## config.mk

```make
export PLATFORM = sky130hd
export DESIGN_NAME = nand_host_seq
export DESIGN_NICKNAME = d
export VERILOG_FILES = /design/src/rtl/nand_seq_pkg.sv /design/src/rtl/nand_seq_ctrl.sv /design/src/rtl/nand_seq_dp.sv /design/src/rtl/nand_host_seq.sv
export SDC_FILE = /design/constraint.sdc
export NUM_CORES = 1
export LEC_CHECK = 0
export BUFFER_PORTS_ARGS = -buffer_cell sky130_fd_sc_hd__buf_2
export CAP_MARGIN = 20
export CORE_UTILIZATION = 33
export DETAILED_ROUTE_END_ITERATION = 12
export GPL_ROUTABILITY_DRIVEN = 0
export HOLD_SLACK_MARGIN = 0.03
export REMOVE_ABC_BUFFERS = 1
export SYNTH_ARGS = -nofsm -noshare
export SYNTH_HDL_FRONTEND = slang
export SYNTH_HIERARCHICAL = 1
export SYNTH_SLANG_ARGS = --single-unit
```

## constraint.sdc

```tcl
create_clock -name clk -period 2.92 [get_ports clk]
set_clock_uncertainty 0.2 [all_clocks]
set_input_delay 0.146 -clock clk [delete_from_list [all_inputs] [get_ports clk]]
set_output_delay 0.146 -clock clk [all_outputs]
set_load 0.02 [all_outputs]
```

## src/rtl/nand_seq_pkg.sv

```systemverilog
package nand_seq_pkg;

  localparam int BYTE_W = 8;

  // host operation codes
  typedef enum logic [2:0] {
    OP_READ   = 3'd0,
    OP_PROG   = 3'd1,
    OP_ERASE  = 3'd2,
    OP_STATUS = 3'd3,
    OP_ID     = 3'd4,
    OP_RESET  = 3'd5
  } nandOp_t;

  // kind of a single bus cycle
  typedef enum logic [1:0] {
    K_CMD  = 2'd0,
    K_ADDR = 2'd1,
    K_WR   = 2'd2,
    K_RD   = 2'd3
  } busKind_t;

  // kind of a step in an operation script
  typedef enum logic [2:0] {
    ST_CMD, ST_ADDR, ST_WR, ST_RD, ST_WAIT, ST_END
  } stepKind_t;

  typedef struct packed {
    stepKind_t          kind;
    logic [BYTE_W-1:0]  val;
  } step_t;

  // control -> datapath strobes
  typedef struct packed {
    logic               go;
    busKind_t           kind;
    logic [BYTE_W-1:0]  dout;
    logic               waitGo;
    logic               ceOn;
  } seqStrobe_t;

  localparam logic [BYTE_W-1:0] CMD_RD_LO    = 8'h00;
  localparam logic [BYTE_W-1:0] CMD_RD_HI    = 8'h01;
  localparam logic [BYTE_W-1:0] CMD_RD_SPARE = 8'h50;
  localparam logic [BYTE_W-1:0] CMD_PG_SETUP = 8'h80;
  localparam logic [BYTE_W-1:0] CMD_PG_GO    = 8'h10;
  localparam logic [BYTE_W-1:0] CMD_ER_SETUP = 8'h60;
  localparam logic [BYTE_W-1:0] CMD_ER_GO    = 8'hD0;
  localparam logic [BYTE_W-1:0] CMD_STATUS   = 8'h70;
  localparam logic [BYTE_W-1:0] CMD_IDENT    = 8'h90;
  localparam logic [BYTE_W-1:0] CMD_RESET    = 8'hFF;

endpackage

```

## src/rtl/nand_seq_ctrl.sv

```systemverilog
module nand_seq_ctrl
  import nand_seq_pkg::*;
#(
  parameter int ROW_W = 17,
  parameter int COL_W = 10,
  parameter int CNT_W = 10
) (
  input  logic              clk,
  input  logic              rstN,
  input  logic              reqValid,
  output logic              reqReady,
  input  logic [2:0]        reqOp,
  input  logic [ROW_W-1:0]  reqRow,
  input  logic [COL_W-1:0]  reqCol,
  input  logic [CNT_W-1:0]  reqCount,
  input  logic              cycDone,
  input  logic              waitDone,
  input  logic              waitTimeout,
  output seqStrobe_t        strobe,
  output logic              wrTake,
  output logic              doneP,
  output logic              timedOut
);

  localparam int IDX_W  = 4;
  localparam int ROWX_W = 3 * BYTE_W;

  typedef enum logic [2:0] {C_IDLE, C_STEP, C_CYC, C_WAIT, C_FIN} ctrlState_t;

  ctrlState_t        state;
  logic [2:0]        opQ;
  logic [ROW_W-1:0]  rowQ;
  logic [COL_W-1:0]  colQ;
  logic [CNT_W-1:0]  leftQ;
  logic [IDX_W-1:0]  idxQ;
  logic              toQ;
  step_t             stepNow;

  // script of one operation: step idx -> what to put on the bus
  function automatic step_t stepAt(input logic [2:0] op, input logic [IDX_W-1:0] idx,
                                   input logic [COL_W-1:0] col, input logic [ROW_W-1:0] row);
    step_t s;
    logic [BYTE_W-1:0] ptr;
    logic [ROWX_W-1:0] rowX;
    rowX = ROWX_W'(row);
    ptr  = col[9] ? CMD_RD_SPARE : (col[8] ? CMD_RD_HI : CMD_RD_LO);
    s    = '{ST_END, '0};
    case (op)
      OP_READ: case (idx)
        4'd0: s = '{ST_CMD,  ptr};
        4'd1: s = '{ST_ADDR, col[7:0]};
        4'd2: s = '{ST_ADDR, rowX[7:0]};
        4'd3: s = '{ST_ADDR, rowX[15:8]};
        4'd4: s = '{ST_ADDR, rowX[23:16]};
        4'd5: s = '{ST_WAIT, '0};
        4'd6: s = '{ST_RD,   '0};
        default: s = '{ST_END, '0};
      endcase
      OP_PROG: case (idx)
        4'd0: s = '{ST_CMD,  ptr};
        4'd1: s = '{ST_CMD,  CMD_PG_SETUP};
        4'd2: s = '{ST_ADDR, col[7:0]};
        4'd3: s = '{ST_ADDR, rowX[7:0]};
        4'd4: s = '{ST_ADDR, rowX[15:8]};
        4'd5: s = '{ST_ADDR, rowX[23:16]};
        4'd6: s = '{ST_WR,   '0};
        4'd7: s = '{ST_CMD,  CMD_PG_GO};
        4'd8: s = '{ST_WAIT, '0};
        default: s = '{ST_END, '0};
      endcase
      OP_ERASE: case (idx)
        4'd0: s = '{ST_CMD,  CMD_ER_SETUP};
        4'd1: s = '{ST_ADDR, rowX[7:0]};
        4'd2: s = '{ST_ADDR, rowX[15:8]};
        4'd3: s = '{ST_ADDR, rowX[23:16]};
        4'd4: s = '{ST_CMD,  CMD_ER_GO};
        4'd5: s = '{ST_WAIT, '0};
        default: s = '{ST_END, '0};
      endcase
      OP_STATUS: case (idx)
        4'd0: s = '{ST_CMD, CMD_STATUS};
        4'd1: s = '{ST_RD,  '0};
        default: s = '{ST_END, '0};
      endcase
      OP_ID: case (idx)
        4'd0: s = '{ST_CMD,  CMD_IDENT};
        4'd1: s = '{ST_ADDR, '0};
        4'd2: s = '{ST_RD,   '0};
        default: s = '{ST_END, '0};
      endcase
      OP_RESET: case (idx)
        4'd0: s = '{ST_CMD,  CMD_RESET};
        4'd1: s = '{ST_WAIT, '0};
        default: s = '{ST_END, '0};
      endcase
      default: s = '{ST_END, '0};
    endcase
    return s;
  endfunction

  always_comb begin
    stepNow     = stepAt(opQ, idxQ, colQ, rowQ);
    strobe      = '0;
    strobe.ceOn = (state != C_IDLE);
    if (state == C_STEP) begin
      case (stepNow.kind)
        ST_CMD:  begin strobe.go = 1'b1; strobe.kind = K_CMD;  strobe.dout = stepNow.val; end
        ST_ADDR: begin strobe.go = 1'b1; strobe.kind = K_ADDR; strobe.dout = stepNow.val; end
        ST_WR:   begin strobe.go = (leftQ != '0); strobe.kind = K_WR; end
        ST_RD:   begin strobe.go = (leftQ != '0); strobe.kind = K_RD; end
        ST_WAIT: strobe.waitGo = 1'b1;
        default: ;
      endcase
    end
  end

  assign reqReady = (state == C_IDLE);
  assign doneP    = (state == C_FIN);
  assign timedOut = (state == C_FIN) && toQ;
  assign wrTake   = strobe.go && (strobe.kind == K_WR);

  always_ff @(posedge clk or negedge rstN) begin
    if (!rstN) begin
      state <= C_IDLE;
      opQ   <= '0;
      rowQ  <= '0;
      colQ  <= '0;
      leftQ <= '0;
      idxQ  <= '0;
      toQ   <= 1'b0;
    end else begin
      case (state)
        C_IDLE: if (reqValid) begin
          opQ   <= reqOp;
          rowQ  <= reqRow;
          colQ  <= reqCol;
          leftQ <= (reqOp == OP_STATUS) ? CNT_W'(1) : reqCount;
          idxQ  <= '0;
          toQ   <= 1'b0;
          state <= C_STEP;
        end
        C_STEP: case (stepNow.kind)
          ST_CMD, ST_ADDR: state <= C_CYC;
          ST_WR, ST_RD: begin
            if (leftQ == '0) idxQ <= idxQ + 1'b1;
            else begin
              leftQ <= leftQ - 1'b1;
              state <= C_CYC;
            end
          end
          ST_WAIT: state <= C_WAIT;
          default: state <= C_FIN;
        endcase
        C_CYC: if (cycDone) begin
          if (stepNow.kind == ST_CMD || stepNow.kind == ST_ADDR) idxQ <= idxQ + 1'b1;
          state <= C_STEP;
        end
        C_WAIT: begin
          if (waitTimeout) begin
            toQ   <= 1'b1;
            state <= C_FIN;
          end else if (waitDone) begin
            idxQ  <= idxQ + 1'b1;
            state <= C_STEP;
          end
        end
        default: state <= C_IDLE;
      endcase
    end
  end

endmodule

```

## src/rtl/nand_seq_dp.sv

```systemverilog
module nand_seq_dp
  import nand_seq_pkg::*;
#(
  parameter int TIM_W = 4,
  parameter int TO_W  = 16
) (
  input  logic               clk,
  input  logic               rstN,
  input  seqStrobe_t         strobe,
  input  logic [BYTE_W-1:0]  wrData,
  input  logic [TIM_W-1:0]   cfgSetup,
  input  logic [TIM_W-1:0]   cfgLow,
  input  logic [TIM_W-1:0]   cfgHigh,
  input  logic [TO_W-1:0]    cfgTimeout,
  output logic               cycDone,
  output logic               waitDone,
  output logic               waitTimeout,
  output logic [BYTE_W-1:0]  rdData,
  output logic               rdValid,
  output logic               nandCeN,
  output logic               nandCle,
  output logic               nandAle,
  output logic               nandWeN,
  output logic               nandReN,
  input  logic               nandRb,
  output logic [BYTE_W-1:0]  nandDq,
  output logic               nandDqOe,
  input  logic [BYTE_W-1:0]  nandDqIn
);

  localparam int SYNC_N = 2;

  typedef enum logic [1:0] {PH_IDLE, PH_SETUP, PH_LOW, PH_HIGH} phase_t;
  typedef enum logic [1:0] {W_OFF, W_LOW, W_HIGH} waitPh_t;

  phase_t             phase;
  busKind_t           kindQ;
  logic [BYTE_W-1:0]  byteQ;
  logic [TIM_W-1:0]   tCnt;
  waitPh_t            wPh;
  logic [TO_W-1:0]    wCnt;
  logic [SYNC_N-1:0]  rbSync;
  logic               rbNow;

  // a width of zero is treated as one clock
  function automatic logic [TIM_W-1:0] loadOf(input logic [TIM_W-1:0] w);
    return (w == '0) ? '0 : w - 1'b1;
  endfunction

  // bus cycle engine
  always_ff @(posedge clk or negedge rstN) begin
    if (!rstN) begin
      phase   <= PH_IDLE;
      kindQ   <= K_CMD;
      byteQ   <= '0;
      tCnt    <= '0;
      rdData  <= '0;
      rdValid <= 1'b0;
      cycDone <= 1'b0;
    end else begin
      rdValid <= 1'b0;
      cycDone <= 1'b0;
      case (phase)
        PH_IDLE: if (strobe.go) begin
          kindQ <= strobe.kind;
          byteQ <= (strobe.kind == K_WR) ? wrData : strobe.dout;
          tCnt  <= loadOf(cfgSetup);
          phase <= PH_SETUP;
        end
        PH_SETUP: begin
          if (tCnt == '0) begin
            tCnt  <= loadOf(cfgLow);
            phase <= PH_LOW;
          end else tCnt <= tCnt - 1'b1;
        end
        PH_LOW: begin
          if (tCnt == '0) begin
            tCnt  <= loadOf(cfgHigh);
            phase <= PH_HIGH;
            if (kindQ == K_RD) begin
              rdData  <= nandDqIn;
              rdValid <= 1'b1;
            end
          end else tCnt <= tCnt - 1'b1;
        end
        default: begin
          if (tCnt == '0) begin
            phase   <= PH_IDLE;
            cycDone <= 1'b1;
          end else tCnt <= tCnt - 1'b1;
        end
      endcase
    end
  end

  // ready/busy synchroniser and busy wait with limit
  always_ff @(posedge clk or negedge rstN) begin
    if (!rstN) begin
      rbSync      <= '1;
      wPh         <= W_OFF;
      wCnt        <= '0;
      waitDone    <= 1'b0;
      waitTimeout <= 1'b0;
    end else begin
      rbSync      <= {rbSync[SYNC_N-2:0], nandRb};
      waitDone    <= 1'b0;
      waitTimeout <= 1'b0;
      case (wPh)
        W_OFF: if (strobe.waitGo) begin
          wCnt <= '0;
          wPh  <= W_LOW;
        end
        default: begin
          wCnt <= wCnt + 1'b1;
          if (wPh == W_HIGH && rbNow) begin
            waitDone <= 1'b1;
            wPh      <= W_OFF;
          end else if (wCnt >= cfgTimeout) begin
            waitTimeout <= 1'b1;
            wPh         <= W_OFF;
          end else if (wPh == W_LOW && !rbNow) begin
            wPh <= W_HIGH;
          end
        end
      endcase
    end
  end

  assign rbNow    = rbSync[SYNC_N-1];
  assign nandCeN  = !strobe.ceOn;
  assign nandCle  = (phase != PH_IDLE) && (kindQ == K_CMD);
  assign nandAle  = (phase != PH_IDLE) && (kindQ == K_ADDR);
  assign nandWeN  = !((phase == PH_LOW) && (kindQ != K_RD));
  assign nandReN  = !((phase == PH_LOW) && (kindQ == K_RD));
  assign nandDq   = byteQ;
  assign nandDqOe = (phase != PH_IDLE) && (kindQ != K_RD);

endmodule

```

## src/rtl/nand_host_seq.sv

```systemverilog
module nand_host_seq
  import nand_seq_pkg::*;
#(
  parameter int ROW_W = 17,
  parameter int COL_W = 10,
  parameter int CNT_W = 10,
  parameter int TIM_W = 4,
  parameter int TO_W  = 16
) (
  input  logic              clk,
  input  logic              rstN,
  input  logic [TIM_W-1:0]  cfgSetup,
  input  logic [TIM_W-1:0]  cfgLow,
  input  logic [TIM_W-1:0]  cfgHigh,
  input  logic [TO_W-1:0]   cfgTimeout,
  input  logic              reqValid,
  output logic              reqReady,
  input  logic [2:0]        reqOp,
  input  logic [ROW_W-1:0]  reqRow,
  input  logic [COL_W-1:0]  reqCol,
  input  logic [CNT_W-1:0]  reqCount,
  input  logic [7:0]        wrData,
  output logic              wrTake,
  output logic [7:0]        rdData,
  output logic              rdValid,
  output logic              doneP,
  output logic              timedOut,
  output logic              nandCeN,
  output logic              nandCle,
  output logic              nandAle,
  output logic              nandWeN,
  output logic              nandReN,
  input  logic              nandRb,
  output logic [7:0]        nandDq,
  output logic              nandDqOe,
  input  logic [7:0]        nandDqIn
);

  seqStrobe_t strobe;
  logic       cycDone;
  logic       waitDone;
  logic       waitTimeout;

  nand_seq_ctrl #(.ROW_W(ROW_W), .COL_W(COL_W), .CNT_W(CNT_W)) uCtrl (
    .clk(clk), .rstN(rstN),
    .reqValid(reqValid), .reqReady(reqReady), .reqOp(reqOp),
    .reqRow(reqRow), .reqCol(reqCol), .reqCount(reqCount),
    .cycDone(cycDone), .waitDone(waitDone), .waitTimeout(waitTimeout),
    .strobe(strobe), .wrTake(wrTake), .doneP(doneP), .timedOut(timedOut)
  );

  nand_seq_dp #(.TIM_W(TIM_W), .TO_W(TO_W)) uDp (
    .clk(clk), .rstN(rstN), .strobe(strobe), .wrData(wrData),
    .cfgSetup(cfgSetup), .cfgLow(cfgLow), .cfgHigh(cfgHigh), .cfgTimeout(cfgTimeout),
    .cycDone(cycDone), .waitDone(waitDone), .waitTimeout(waitTimeout),
    .rdData(rdData), .rdValid(rdValid),
    .nandCeN(nandCeN), .nandCle(nandCle), .nandAle(nandAle),
    .nandWeN(nandWeN), .nandReN(nandReN), .nandRb(nandRb),
    .nandDq(nandDq), .nandDqOe(nandDqOe), .nandDqIn(nandDqIn)
  );

endmodule

```

**After elaboration in Yosys (flattened, before gate mapping)**

Index checks and enable logic that the tools add are counted.

- Register bits after elaboration: 96
- Input bits: 88
- Output and inout port bits: 27
- Word-level logic and storage cells: 187

- Add/sub/neg operators: 7
- Magnitude comparators: 1
- Equal/unequal tests: 46
- Mux-type cells: 67
- Reductions and logical operators: 47

Operator list:

| operator | number |
|---|---|
| 11-bit case mux with 6 select lines | 2 |
| 11-bit case mux with 9 select lines | 1 |
| 11-bit case mux with 7 select lines | 1 |
| 4-bit two-way mux | 14 |
| 11-bit case mux with 2 select lines | 2 |
| 10-bit two-way mux | 4 |
| 11-bit case mux with 3 select lines | 1 |
| 16-bit two-way mux | 2 |
| 8-bit two-way mux | 3 |
| 3-bit case mux with 4 select lines | 2 |
| 3-bit by 2-bit equality test with 1-bit output (second input constant) | 7 |
| 4-bit logical NOT | 5 |
| 10-bit case mux with 2 select lines | 1 |
| 2-bit two-way mux | 9 |
| 16-bit by 1-bit adder with 16-bit output (second input constant) | 1 |
| 4-bit by 3-bit equality test with 1-bit output (second input constant) | 4 |
| 16-bit greater-or-equal comparator | 1 |
| 2-bit != test (second input constant) | 8 |
| 4-bit case mux with 4 select lines | 1 |
| 4-bit by 1-bit subtractor with 4-bit output (second input constant) | 4 |
| 3-bit two-way mux | 5 |
| 1-bit two-way mux | 14 |
| 3-bit equality test (second input constant) | 4 |
| 12-bit two-way mux | 1 |
| 32 further kinds | 71 |

**Longest topological paths before layout**

Gate-level depths: netlist of the first run.

- Depth in word-level cells: 10
- Mapped depth: 14
- Gate-level depth less buffers: 13

**Cells and area by module**

The synthesis of the first run kept the hierarchy.

By module, submodules not included:

| module | times used | cells an instance | area an instance (sq um) | sequential area each (sq um) |
|---|---|---|---|---|
| nand_seq_ctrl | 1 | 474 | 3,622.2 | 1,201.2 |
| nand_seq_dp | 1 | 337 | 3,125.5 | 1,203.7 |

**Worst setup path before layout of the first run**

Ideal clock, no wire load.

- Path type: register -> register
- From: register uCtrl.idxQ[0]
- To: register uDp.byteQ[0] (netlist: uDp/nandDq[0])
- Setup time: 0.137 ns
- Data arrival time: 2.872 ns
- Required time: 2.583 ns
- Path slack: -0.289 ns
- Cell stages (with the launch flop): 13
- Path buffers: 2
- Clock period less this slack: 3.209 ns
- Cell sequence: dfrtp_1 inv_1 ha_1 buf_2 or4b_1 a211oi_1 o221ai_1 nand4b_4 and3_1 nor2b_1 clkbuf_1 mux2i_1 a21oi_1

RTL lines:

| element | RTL line | RTL |
|---|---|---|
| from (decl) | nand_seq_ctrl.sv:35 | `logic [IDX_W-1:0] idxQ;` |
| from (signal assigned) | nand_seq_ctrl.sv:145 | `if (leftQ == '0) idxQ <= idxQ + 1'b1;` |
| from (signal assigned) | nand_seq_ctrl.sv:155 | `if (stepNow.kind == ST_CMD \|\| stepNow.kind == ST_ADDR) idxQ <= idxQ + 1'b1;` |
| from (signal assigned) | nand_seq_ctrl.sv:163 | `idxQ <= idxQ + 1'b1;` |
| to (signal assigned) | nand_seq_dp.sv:66 | `byteQ <= (strobe.kind == K_WR) ? wrData : strobe.dout;` |
| to (decl) | nand_seq_dp.sv:38 | `logic [BYTE_W-1:0] byteQ;` |

**Final worst setup path of the first run**

- From: register uCtrl.idxQ[0]
- To: output wrTake

- Cells in the longest elaborated chain, start to end: 8
- Elaborated cells between the ends (all ways): 24
- Classes of those cells: eq/ne: 12; mux: 9; reduce/logical: 3

Ends and longest elaborated chain:

| element | RTL line | RTL |
|---|---|---|
| 4-bit equality test, or another cell as far along | nand_seq_ctrl.sv:59 | `OP_PROG: case (idx)` |
| 11-bit case mux with 9 select lines, or another cell as far along | nand_seq_ctrl.sv:59 |  |
| 11-bit case mux with 6 select lines * | nand_seq_ctrl.sv:48 | `case (op)` |
| 3-bit by 2-bit equality test with 1-bit output, or another cell as far along | nand_seq_ctrl.sv:106 | `case (stepNow.kind)` |
| 3-bit case mux with 4 select lines * | nand_seq_ctrl.sv:106 |  |
| 12-bit two-way mux * | nand_seq_ctrl.sv:105 | `if (state == C_STEP) begin` |
| 2-bit equality test | nand_seq_ctrl.sv:120 | `assign wrTake = strobe.go && (strobe.kind == K_WR);` |
| 1-bit logical AND * | nand_seq_ctrl.sv:120 |  |
| to (decl) | nand_host_seq.sv:23 | `output logic wrTake,` |

Mark *: on every way between the ends. The rest lies on a longest branch, timed or not.

==> impl_metrics.toml, run 1 <==
[sta]
hold_ws_ns = 0.113
max_freq_ghz = 0.329
fin_crit_sh = 1.04
rsz0062_at_grt = "true"
slew_viol_final = 0
tightest_slew_ns = 0.797
relSlewSlack = 0.468
min_period_ns = 3.04
setup-violations-final = 10
hold_viol_final = 0
setup_ws_ns = -0.118

[clock_network]
clk_latency_ns = 0.36
h-tree-depth = 3
cts_buffer_depth = 2
numCtsBuffers = 9
clock-root-buffer = "clkbuf_16"
clk_pin_slew_ns = 0.07
numClockSinks = 96
tritoncts = "yes"

[setup_path]
cp.required_ns = 2.57
critPathKind = "flop to output pin"
rr_endpoint = "uDp/tCnt[3]"
reg2reg_depth = 13
crit_arrival_ns = 2.69
r2r_start = "uCtrl/idxQ[0]"
end_kind = "output pin"
critPathLaunchType = "flop"
rrSetupSlack_ns = -0.07
cp_max_fo = 5

[synth]
synth-compound-area-share = 0.213
synth-async-reset-ratio = 1.00
synth_ff_type = "dfrtp_1"
synth_mux_area_frac = 0.0469
syn_area_um2 = 6750
synthTopCellsByArea = "dfrtp_1 (35%), nand2_1 (8.5%), ha_1 (6.3%)"
synth_simple_gate_area_frac = 0.261
synth-edff-count = 0
synth_top_area_cell = "dfrtp_1"
yosys.area_share.adder = 0.0630
synthCells = 811
synth_seq_area_share = 0.356
ys.warnings.count = 6
ys_types = 86
synth.avg_cell_area_um2 = 8.32
synth_top_cell_area_share = 0.349
synth_xor_area_frac = 0.00260
ys_ff_latch = 96
synth_top_family_by_area = "simple AND/OR/NAND/NOR gates"

[route]
vias = 6756
dr.pass1.iters = 4
avgViaCountPerCell = 5.21
first_iter_violations = 399
wl_per_cell_um = 15.1
drc_errors = 0
postRouteAntennaNets = 0
routed_wl_um = 19600

[placement]
dp_hpwl_um = 13600
dp_slack_ns = -0.191
place_area_um2 = 7920
portBuffers = 114

[min_path]
holdPathEnd = "uCtrl/leftQ[2]"
min_path_type = "input port to flop"
hold_path_depth = 5
min_from = "reqCount[2]"

[final_layout]
final_cell_mix = "nand2_1 (150), buf_2 (112), dfrtp_1 (92)"
area_delta_synth_final_pct = 36.0
nets = 1149
layout_commonest_cell = "nand2_1"
ff_latch_area_um2 = 2410
insertedDiodeCount = 0
drive_above_1_share = 0.275
nFillCells = 1907
multi_input_area_um2 = 4200
postLayoutCellArea_um2 = 9180

[power_and_ir_drop]
ir_drop_uv = 370
p_leak_nw = 4.22
finalPower_mw = 8.65
power-per-cell-area_nw_per_um2 = 943

[run_status]
outcome = "finished, violations left"
violations = "negative setup slack"

[die]
num_io_pins = 115
core-area_um2 = 19800
die_h_um = 145
rows = 51
die_w_um = 145
die-area_um2 = 21000
start_util = 0.341

[global_route]
grt_antenna_before_repair = 0
grt_pass1_vias = 6541
grt_usage = 0.187
grt_max_degree = 53
grt_pass1_wl_um = 32500
overflow = 0

[job]
drv_cap = 0
-- report_power, final --
group	leakage, nW	switching, mW	internal, mW	total, mW
combinational	2.88	2.86	2.29	5.15
clock	0.132	0.544	0.600	1.14
sequential	1.21	0.547	1.81	2.36
-- worst max-delay path: stages (launching register included) --
cell and delay, ns:
dfrtp_2 0.49, ha_4 0.21, o21bai_1 0.15, a311o_1 0.27, a22o_1 0.23, nor3_2 0.18
nand2_2 0.11, buf_6 0.16, nor4b_4 0.26, buf_4 0.16, buf_6 0.11
-- Yosys cell counts, drive strengths merged, types with 15 or more instances --
library cell,n
mux2i,17
o21ai,43
nor2,60
a22oi,18
clkbuf,24
buf,21
a31oi,18
dfrtp,94
nand3,15
nand2,152
ha,34
nor3,17
inv,44
a21oi,57
-- state kept, by name (all words and copies together) (netlist names) --
signal / count
uCtrl/rowQ: 17
uDp/wCnt: 16
uCtrl/colQ: 10
uCtrl/leftQ: 10
uDp/nandDq: 8
uDp/rdData: 8
uCtrl/idxQ: 4
uDp/tCnt: 4
uCtrl/opQ: 3
uCtrl/state: 3
uDp/kindQ: 2
uDp/phase: 2
uDp/rbSync: 2
uDp/wPh: 2
uCtrl/toQ: 1
uDp/cycDone: 1
uDp/rdValid: 1
uDp/waitDone: 1
uDp/waitTimeout: 1
-- cells by family after synthesis --
family / after synthesis
and+or+nand+nor: 345
AOI/OAI and AO/OA: 215
DFF: 96
buffers and inverters: 89
adders and majority gates: 34
muxes: 30
xor gates and xnor gates: 2
-- metal layers --
layer	vias up	track usage	part of all wire
li1	3338	-	-
met1	3220	0.246	0.45
met2	172	0.315	0.49
met3	26	0.0336	0.040
met4	0	0.0473	0.017
met5	-	0	0
-- how the worst max path moves through the flow --
stage,startpoint,end,cells past startpoint
finish,uCtrl/idxQ[0],wrTake,10
CTS,uCtrl/idxQ[0],wrTake,10
global route,uCtrl/idxQ[0],wrTake,10
floorplan,uCtrl/idxQ[1],uDp/kindQ[0],10
global placement,uCtrl/idxQ[1],uDp/nandDq[2],11
detailed placement,uCtrl/idxQ[1],uDp/nandDq[1],11
-- area by class of cell --
type | count | area share
multi-input cells | 627 | 0.457
flip-flops and latches | 96 | 0.262
repair buffers | 249 | 0.196
well taps | 265 | 0.0361
clock buffers | 11 | 0.0264
inverters | 44 | 0.0185
clock inverters | 5 | 0.00368
-- repair_timing --
| item | CTS | global route |
|---|---|---|
| hold buffers | 58 | 0 |
| setup buffers | 13 | 1 |
| gates cloned | 1 | 0 |
| hold endpoints to repair | 101 | 0 |
| setup endpoints to repair | 31 | 34 |
| resized for setup | 42 | 34 |
| pin swaps | 10 | 16 |
-- through the flow --
stage                     TNS [ns]  utilization  instances
final                       -0.375        0.464       1297
after floorplan              -7.09            -        766
after CTS                   -0.209        0.457       1296
after detailed placement     -3.27        0.400       1208
after global placement      -0.796        0.400       1208
after global routing         -3.25        0.464       1297
Power figures use the tool's default switching activity.
==> inputs of run 2 (changes only) <==
Settings changed: ABC_AREA set to 1.
==> impl_metrics.toml, run 2 <==
[setup_path]
cp_max_fo = 7
critPathLaunchType = "flop"
end_kind = "flop"
cpMaxStageDelayCell = "dfrtp_2"
critPathKind = "flop to flop"
cp.required_ns = 2.98
rr_endpoint = "uDp/wCnt[5]"
reg2reg_depth = 16
crit_arrival_ns = 2.71
cp_cell_sequence = "inv_2, ha_4, nand3_2, nand3_1, nor2_1, o21ai_0, nand3_1, nor2_2, nand3_1, inv_1, inv_1, nor2_1, inv_2, a22o_1, nand2_1, inv_1"
worst-path-buf-inv = 5
max_stage_delay_ns = 0.47
r2r_start = "uCtrl/idxQ[0]"
rrSetupSlack_ns = 0.27
cpLargestDelayFamily = "simple AND/OR/NAND/NOR gates"

[die]
rows = 51
num_io_pins = 115
core-area_um2 = 19700
die_h_um = 145
start_util = 0.341
die_w_um = 145
die-area_um2 = 21000

[route]
wl_per_cell_um = 12.5
avgViaCountPerCell = 4.74
routed_wl_um = 17100
dr.pass1.iters = 5
postRouteAntennaNets = 0
vias = 6480
first_iter_violations = 299
drc_errors = 0

[final_layout]
final_cell_mix = "nand2_1 (215), inv_1 (128), buf_2 (113)"
final_cells = 1368
insertedDiodeCount = 0
area_delta_synth_final_pct = 28.2
layout_commonest_cell = "nand2_1"
nets = 1220
biggestRegsByFlops = "uCtrl/rowQ: 17 flops, uDp/wCnt: 16 flops"
final_util = 0.438
nFillCells = 2012
drive_above_1_share = 0.209
largest_register_ff_count = 17
regMostFlops = "uCtrl/rowQ"

[synth]
synth_seq_area_share = 0.357
synth-edff-count = 0
ys_types = 53
yosysMostFrequentCell = "nand2_1"
synth.avg_cell_area_um2 = 7.35
synthTopCellsByArea = "dfrtp_1 (35%), nand2_1 (12%), inv_1 (7.3%)"
synth_ff_type = "dfrtp_1"
synth_top_area_cell = "dfrtp_1"
synth_top_cell_area_share = 0.350
synth-async-reset-ratio = 1.00
ys.warnings.count = 6
syn_area_um2 = 6730
synthCells = 916
ys_ff_latch = 96
synthTopCellsByCount = "nand2_1 (216), inv_1 (130), nor2_1 (97), dfrtp_1 (94), o21ai_0 (57)"

[sta]
setup-violations-final = 0
tightest_slew_ns = 0.569
max_freq_ghz = 0.377
hold_viol_final = 0
fin_crit_sh = 0.908
relSlewSlack = 0.617
rsz0062_at_grt = "false"
slew_viol_final = 0
min_period_ns = 2.65
finalSetupTns_ns = 0
setup_ws_ns = 0.268

[clock_network]
numClockSinks = 96
clk_pin_slew_ns = 0.07
tritoncts = "yes"
post-cts-setup-buffers = 0
h-tree-depth = 3
clock-root-buffer = "clkbuf_16"
cts_buffer_depth = 2
numCtsBuffers = 9
clk_latency_ns = 0.35

[placement]
portBuffers = 114
dp_hpwl_um = 12800
placedCellCount = 1293
dp_slack_ns = -0.0310

[global_route]
grtUsageMet1 = 0.228
grt_pass1_vias = 5967
global_route.usage.met3 = 0.0227
overflow = 0
grt_max_degree = 52
grt_antenna_before_repair = 0
grt.busiest_layer = "met2"
grtUsageMet2 = 0.275
grt_usage = 0.170
grt_pass1_wl_um = 28000

[job]
drv_cap = 0

[power_and_ir_drop]
power-per-cell-area_nw_per_um2 = 862
ir_drop_uv = 333
p_int_mw = 3.92
netSwitchingFraction = 0.473
power.switching_mw = 3.52
seq_power_share = 0.292
clockPowerShare = 0.151
p_leak_nw = 4.45
p_comb_frac = 0.558

[min_path]
min_path_type = "input port to asynchronous set/reset pin"

[run_status]
outcome = "complete, no violations"
==> run 2: changes by cell type in the layout (fill, tap and decap cells not counted), sizes merged, moves of 30 or more <==
cell / before / now
nor2: 61 / 104
inv: 44 / 137
nand2: 152 / 226
nand3: 15 / 53
o21ai: 43 / 73
buf: 191 / 131
==> run 2: per-stage QoR <==
stage	power, mW	hold slack, ns	area (um2)
finish	7.44	0.0350	8630
floorplan	5.02	-0.350	6620
global placement	6.10	-0.124	7670
CTS	7.35	0.0346	8540
detailed placement	6.14	-0.128	7670
global route	8.16	0.0772	8630
==> run 2: routing by layer <==
| metal | up-vias | share of wire |
|---|---|---|
| met5 | - | 0 |
| met4 | 0 | 0.020 |
| met3 | 21 | 0.037 |
| met2 | 137 | 0.46 |
| met1 | 2950 | 0.48 |
| li1 | 3372 | - |
==> run 2: power by group through the flow <==
| stage | logic [mW] | registers (mW) | clock network [mW] |
|---|---|---|---|
| 2_1_floorplan | 2.88 | 2.14 | 0 |
| 3_3_place_gp | 3.93 | 2.17 | 0 |
| 3_5_place_dp | 3.96 | 2.18 | 0 |
| 4_1_cts | 4.04 | 2.16 | 1.16 |
| 5_1_grt | 4.71 | 2.23 | 1.21 |
| 6_report | 4.15 | 2.17 | 1.12 |
==> run 2: logic make-up after synthesis <==
family / after synthesis / share of synthesized area
buffers and inverters: 156 / 0.0924
and+or+nand+nor: 437 / 0.298
xor gates and xnor gates: 11 / 0.0143
adders and majority gates: 34 / 0.0632
DFF: 96 / 0.357
AOI/OAI and AO/OA: 161 / 0.140
muxes: 21 / 0.0350
==> run 2: worst max-delay path by stage <==
stage                        start              to  cells past startpoint
global placement     uCtrl/idxQ[0]   uDp/nandDq[1]                     12
global route         uCtrl/idxQ[0]     uDp/wCnt[5]                     16
floorplan           uCtrl/state[1]  uCtrl/leftQ[0]                      7
finish               uCtrl/idxQ[0]     uDp/wCnt[5]                     16
detailed placement   uCtrl/idxQ[0]   uDp/nandDq[4]                     12
CTS                  uCtrl/idxQ[0]     uDp/wCnt[5]                     15
==> run 2: timing repair <==
action,4_1_cts,5_1_grt
cloned,0,0
hold buffers,59,0
pin swaps,0,1
endpoints found under the setup margin,8,44
endpoints found under the hold margin,152,0
resized for setup,1,21
==> run 2: cell type report <==
| class | count | area [um2] | share of cell area |
|---|---|---|---|
| sequential | 96 | 2410 | 0.279 |
| multi-input combinational | 664 | 3790 | 0.440 |
| clock buffer | 12 | 246 | 0.0286 |
| timing repair buffer | 190 | 1300 | 0.151 |
| inverter | 137 | 514 | 0.0596 |
| tap | 265 | 332 | 0.0384 |
| clock inverter | 4 | 28.8 | 0.00334 |
==> run 2: worst register-to-register path: cells and delay by family (launching register included) <==
kind | cells | cell delay, ns
flops | 1 | 0.47
compound gates | 2 | 0.34
buf+inv | 5 | 0.42
fa+ha+maj | 1 | 0.19
simple gates | 8 | 0.92
